`src/rtl/coal_pkg.sv`:
```
package coal_pkg;
  localparam int NUM_CFG = 3;

  typedef enum logic [1:0] {
    CFG_RELOAD = 2'd0,
    CFG_LIMIT  = 2'd1,
    CFG_MASK   = 2'd2,
    CFG_NONE   = 2'd3
  } cfg_sel_e;
endpackage

```
`src/rtl/coal_cfg_regs.sv`:
```
module coal_cfg_regs
  import coal_pkg::*;
#(
  parameter int DW = 16,
  parameter logic [DW-1:0] RELOAD_DEF = 16'h0600,
  parameter logic [DW-1:0] LIMIT_DEF  = 16'd6,
  parameter logic [DW-1:0] MASK_DEF   = 16'hFF80
) (
  input  logic          clk,
  input  logic          rst,
  input  logic          we,
  input  logic [1:0]    addr,
  input  logic [DW-1:0] wdata,
  output logic [DW-1:0] reload,
  output logic [DW-1:0] limit,
  output logic [DW-1:0] mask
);
  logic [DW-1:0] word_q [NUM_CFG];
  logic [DW-1:0] def_w  [NUM_CFG];

  assign def_w[0] = RELOAD_DEF;
  assign def_w[1] = LIMIT_DEF;
  assign def_w[2] = MASK_DEF;

  // One register per tuning word; the select value 3 matches none of them.
  for (genvar i = 0; i < NUM_CFG; i++) begin : g_word
    localparam logic [1:0] SEL = 2'(i);
    always_ff @(posedge clk) begin
      if (rst)                      word_q[i] <= def_w[i];
      else if (we && addr == SEL)   word_q[i] <= wdata;
    end
  end

  assign reload = word_q[CFG_RELOAD];
  assign limit  = word_q[CFG_LIMIT];
  assign mask   = word_q[CFG_MASK];
endmodule

```
`src/rtl/coal_bundle.sv`:
```
module coal_bundle #(
  parameter int DW = 16
) (
  input  logic          clk,
  input  logic          rst,
  input  logic          join_frame,
  input  logic          tick,
  input  logic [DW-1:0] limit,
  input  logic [DW-1:0] reload,
  output logic          close_evt,
  output logic [DW-1:0] count
);
  localparam logic [DW-1:0] ALL_ONES = '1;

  logic [DW-1:0] cnt_q, tmr_q, cnt_inc;
  logic          run_q, count_hit, tmr_hit;

  assign cnt_inc   = (cnt_q == ALL_ONES) ? cnt_q : cnt_q + 1'b1;
  assign count_hit = join_frame && (limit != ALL_ONES) && (cnt_inc >= limit);
  assign tmr_hit   = run_q && tick && (tmr_q <= DW'(1));
  assign close_evt = count_hit || tmr_hit;

  always_ff @(posedge clk) begin
    if (rst) begin
      cnt_q <= '0;
      tmr_q <= '0;
      run_q <= 1'b0;
    end else if (close_evt) begin
      cnt_q <= '0;
      tmr_q <= '0;
      run_q <= 1'b0;
    end else begin
      if (join_frame) cnt_q <= cnt_inc;
      if (join_frame && cnt_q == '0) begin
        tmr_q <= reload;
        run_q <= 1'b1;
      end else if (run_q && tick) begin
        tmr_q <= tmr_q - 1'b1;
      end
    end
  end

  assign count = cnt_q;
endmodule

```
`src/rtl/coal_irq.sv`:
```
module coal_irq (
  input  logic clk,
  input  logic rst,
  input  logic fire,
  input  logic ack,
  output logic irq
);
  always_ff @(posedge clk) begin
    if (rst)       irq <= 1'b0;
    else if (fire) irq <= 1'b1;
    else if (ack)  irq <= 1'b0;
  end
endmodule

```
`src/rtl/rx_irq_coalescer.sv`:
```
module rx_irq_coalescer #(
  parameter int DW = 16,
  parameter logic [DW-1:0] RELOAD_DEF = 16'h0600,
  parameter logic [DW-1:0] LIMIT_DEF  = 16'd6,
  parameter logic [DW-1:0] MASK_DEF   = 16'hFF80
) (
  input  logic          clk,
  input  logic          rst,
  input  logic          cfg_we,
  input  logic [1:0]    cfg_addr,
  input  logic [DW-1:0] cfg_wdata,
  input  logic          tick,
  input  logic          frame_done,
  input  logic [DW-1:0] frame_len,
  input  logic          irq_ack,
  output logic          irq_req
);
  logic [DW-1:0] cfg_reload, cfg_limit, cfg_mask, bundle_cnt;
  logic          short_frame, close_evt;

  coal_cfg_regs #(
    .DW(DW), .RELOAD_DEF(RELOAD_DEF), .LIMIT_DEF(LIMIT_DEF), .MASK_DEF(MASK_DEF)
  ) u_cfg (
    .clk(clk), .rst(rst), .we(cfg_we), .addr(cfg_addr), .wdata(cfg_wdata),
    .reload(cfg_reload), .limit(cfg_limit), .mask(cfg_mask)
  );

  assign short_frame = frame_done && ((frame_len & cfg_mask) == '0);

  coal_bundle #(.DW(DW)) u_bundle (
    .clk(clk), .rst(rst),
    .join_frame(frame_done && !short_frame),
    .tick(tick), .limit(cfg_limit), .reload(cfg_reload),
    .close_evt(close_evt), .count(bundle_cnt)
  );

  coal_irq u_irq (
    .clk(clk), .rst(rst),
    .fire(short_frame || close_evt),
    .ack(irq_ack), .irq(irq_req)
  );
endmodule

```
`config.mk`:
```
export PLATFORM = sky130hd
export DESIGN_NAME = rx_irq_coalescer
export DESIGN_NICKNAME = d
export VERILOG_FILES = /design/src/rtl/coal_pkg.sv /design/src/rtl/coal_cfg_regs.sv /design/src/rtl/coal_bundle.sv /design/src/rtl/coal_irq.sv /design/src/rtl/rx_irq_coalescer.sv
export SDC_FILE = /design/constraint.sdc
export NUM_CORES = 1
export LEC_CHECK = 0
export BUFFER_PORTS_ARGS = -buffer_cell sky130_fd_sc_hd__buf_2
export CAP_MARGIN = 25
export CORE_MARGIN = 3
export CORE_UTILIZATION = 24
export CTS_CLUSTER_SIZE = 12
export DETAILED_ROUTE_END_ITERATION = 8
export SKIP_LAST_GASP = 1
export SYNTH_ARGS = -nofsm -noshare
export SYNTH_HDL_FRONTEND = slang
export SYNTH_SLANG_ARGS = --single-unit
export TNS_END_PERCENT = 1
```
`constraint.sdc`:
```
create_clock -name clk -period 3.2 [get_ports clk]
set_input_delay 0.16 -clock clk [delete_from_list [all_inputs] [get_ports clk]]
set_output_delay 0.16 -clock clk [all_outputs]
set_load 0.02 [all_outputs]
```
==> results.yml <==
outcome:
  status: "completed"
sta:
  fmax_ghz: 0.316
  fin_ws_ns: 0.0393
  fin_hold_ws_ns: 0.121
  tns_ns: 0
  fin_skew_ns: 0.00772
  post-route-min-period_ns: 3.16
  hold_viol_final: 0
  finalCritPeriodShare_pct: 98.8
  setup_viol: 0
  finalMaxSlewViolations: 0
  rsz0062_at_grt: "true"
  worstMarginPinSlew_ns: 0.649
  max_slew_margin_pct: 56.7
place:
  place_congestion: 0.840
  place_hpwl_um: 8050
  port_buffers: 40
  dpl_worst_slack_ns: -0.0726
  place_inst: 739
power_and_ir_drop:
  p_leak_nw: 2.38
  p_per_area_nw_per_um2: 451
  peakVddDrop_uv: 275
die:
  start_util_pct: 24.5
  die_h_um: 142
  rows: 49
  num_io_pins: 41
  die_area_um2: 20100
  core_um2: 18000
  die_w_um: 142
synthesis:
  synth_fa_ha_area_share_pct: 5.66
  yosysTopAreaCell: "edfxtp_1"
  yosysUniqueCellTypes: 52
  synth_top_family_by_area: "simple AND/OR/NAND/NOR gates"
  synth-xor-area-share_pct: 6.73
  synthesis.area_um2: 4420
  synth_edf_count: 48
  async_flop_share_pct: 0
  synth_cells: 442
  syn_nets: 502
  seq_area_frac_synth_pct: 48.0
  synth_area_leaders: "edfxtp_1, dfxtp_1, ha_1, and2_1, nor2_1"
  synth.area.mux_share_pct: 3.39
  postSynthAreaPerCell_um2: 10.0
  synth-main-ff-cell: "edfxtp_1"
  synth_top_cell_area_share_pct: 32.6
  synth_seq_cells: 82
  synth-compound-area-share_pct: 9.50
  synthSimpleGateAreaFrac_pct: 22.6
  synth_warnings: 0
drt:
  drt-vias-per-instance: 4.49
  drtAntennaViolNets: 0
  drcViolationCount: 0
  drtPass1Iterations: 4
  avgRoutedWirePerCell_um: 14.5
  vias: 3463
  drt-total-wl_um: 11200
  initialDrtViolationCount: 168
grt:
  grt_pass1_vias: 3299
  grt_pass1_wl_um: 17100
  grt_max_degree: 20
  grt_overflow_total: 0
  antenna_found_initial: 0
  grt_use_total_pct: 10.8
worst_setup_path:
  critPathBufInv: 4
  cp-end-kind: "flip-flop"
  cp_common_cell: "buf_4"
  critical-path-top-delay-family: "compound AO/OA/AOI/OAI gates"
  crit_chain: "and3_2 > nand3_4 > buf_4 > o21ai_2 > buf_4 > xnor2_1 > ha_2 > o21ai_1 > a211o_1 > a2111oi_4 > o41ai_4 > o211ai_4 > buf_6 > buf_12 > a211oi_2"
  crit_type: "reg2reg"
  cp_max_fo: 6
  slowest_delay_ns: 0.34
  cp.arrival_ns: 3.37
  worstSetupStartpointType: "flip-flop"
  crit_slowest_cell: "dfxtp_1"
  critPathRequiredTime_ns: 3.41
finish:
  layout.nets: 597
  diodes: 0
  syn_to_final_growth_pct: 33.0
  final_util_pct: 32.7
  final_cells: 771
  drive_above_1_share_pct: 30.3
cts:
  clockRootBuffer: "clkbuf_16"
  h-tree-depth: 3
  tritoncts: "built"
  cts_max_path_buffers: 2
  clk_pin_slew_ns: 0.06
  clk_latency_ns: 0.34
  cts_sinks: 82
  postCtsHoldBufs: 0
  numCtsBuffers: 9
job:
  max_cap_viol_count: 0
min_path:
  min_path_type: "in2reg"
repair_timing:
action                                  CTS  global route
gates cloned                              0             3
endpoints found under the setup margin   28            34
gates resized for setup                   3            48
pin swaps                                 0            21
setup buffers                             0            14
stage by stage:
step | area, µm² | power (mW)
after CTS | 5520 | 2.64
after floorplan | 4430 | 1.45
after detailed placement | 5190 | 1.56
final | 5890 | 2.66
after global routing | 5890 | 2.76
after global placement | 5190 | 1.56
where the power goes:
part | total [mW] | internal (mW) | switching (mW) | leakage, nW
Sequential | 1.23 | 1.19 | 0.0433 | 0.752
Clock | 1.08 | 0.621 | 0.460 | 0.150
Combinational | 0.341 | 0.156 | 0.185 | 1.48
cell type report:
type | instances | area, µm²
clock inverter | 7 | 86.3
inverter | 26 | 97.6
sequential | 82 | 2130
clock buffer | 9 | 225
timing repair buffer | 100 | 743
multi-input combinational | 318 | 2320
fill | 1861 | 12100
tap | 229 | 287
cell usage after synthesis (all sizes together), types with 13 or more instances:
library cell  instances
inv                  26
xnor2                20
ha                   20
a21oi                15
nor3                 21
edfxtp               48
dfxtp                34
and2                 37
nor2                 48
xor2                 14
mux2i                15
nand3                13
nand2b               14
nand2                30
path summary, 6_finish.rpt:
check	start	to	slack [ns]	cells after the start
max reg2reg	u_bundle.count[13]$_SDFFE_PP0P_	u_bundle.count[15]$_SDFFE_PP0P_	0.04	15
min	rst	u_irq.irq$_SDFFE_PP0P_	0.12	2
min reg2reg	u_cfg.word_q[0][5]$_SDFFCE_PN0P_	u_bundle.tmr_q[5]$_SDFFE_PP0P_	0.49	2
max	u_bundle.count[13]$_SDFFE_PP0P_	u_bundle.count[15]$_SDFFE_PP0P_	0.04	15
kinds of logic (layout without fill, tap and decap cells):
family,count (synthesis),after routing
simple gates,194,194
mux,15,15
fa+ha+maj,20,20
compound gates,55,55
buf+inv,42,142
flops,82,82
xor+xnor,34,34
registers in the layout, summed over array words and instances (netlist names):
| register | flops |
|---|---|
| u_irq.irq | 1 |
| u_bundle.run_q | 1 |
| u_cfg.word_q | 48 |
| u_bundle.tmr_q | 16 |
| u_bundle.count | 16 |
layout by cell type, fill, tap and decap left out, drive strengths merged, types with 12 or more instances in the layout:
cell type  count
xnor2         20
nor3          21
nand2         30
buf           97
clkbuf        12
nand2b        14
ha            20
nand3         13
and2          37
a21oi         15
nor2          48
edfxtp        48
dfxtp         34
xor2          14
inv           29
mux2i         15
per-layer routing:
| metal | up-vias | part of all wire (%) | GRT usage (%) |
|---|---|---|---|
| met3 | 17 | 4.4 | 1.92 |
| met4 | 0 | 1.8 | 3.48 |
| met5 | - | 0 | 0 |
| met2 | 90 | 47 | 17.3 |
| met1 | 1604 | 47 | 14.9 |
| li1 | 1752 | - | - |
Power figures use the tool's default switching activity.
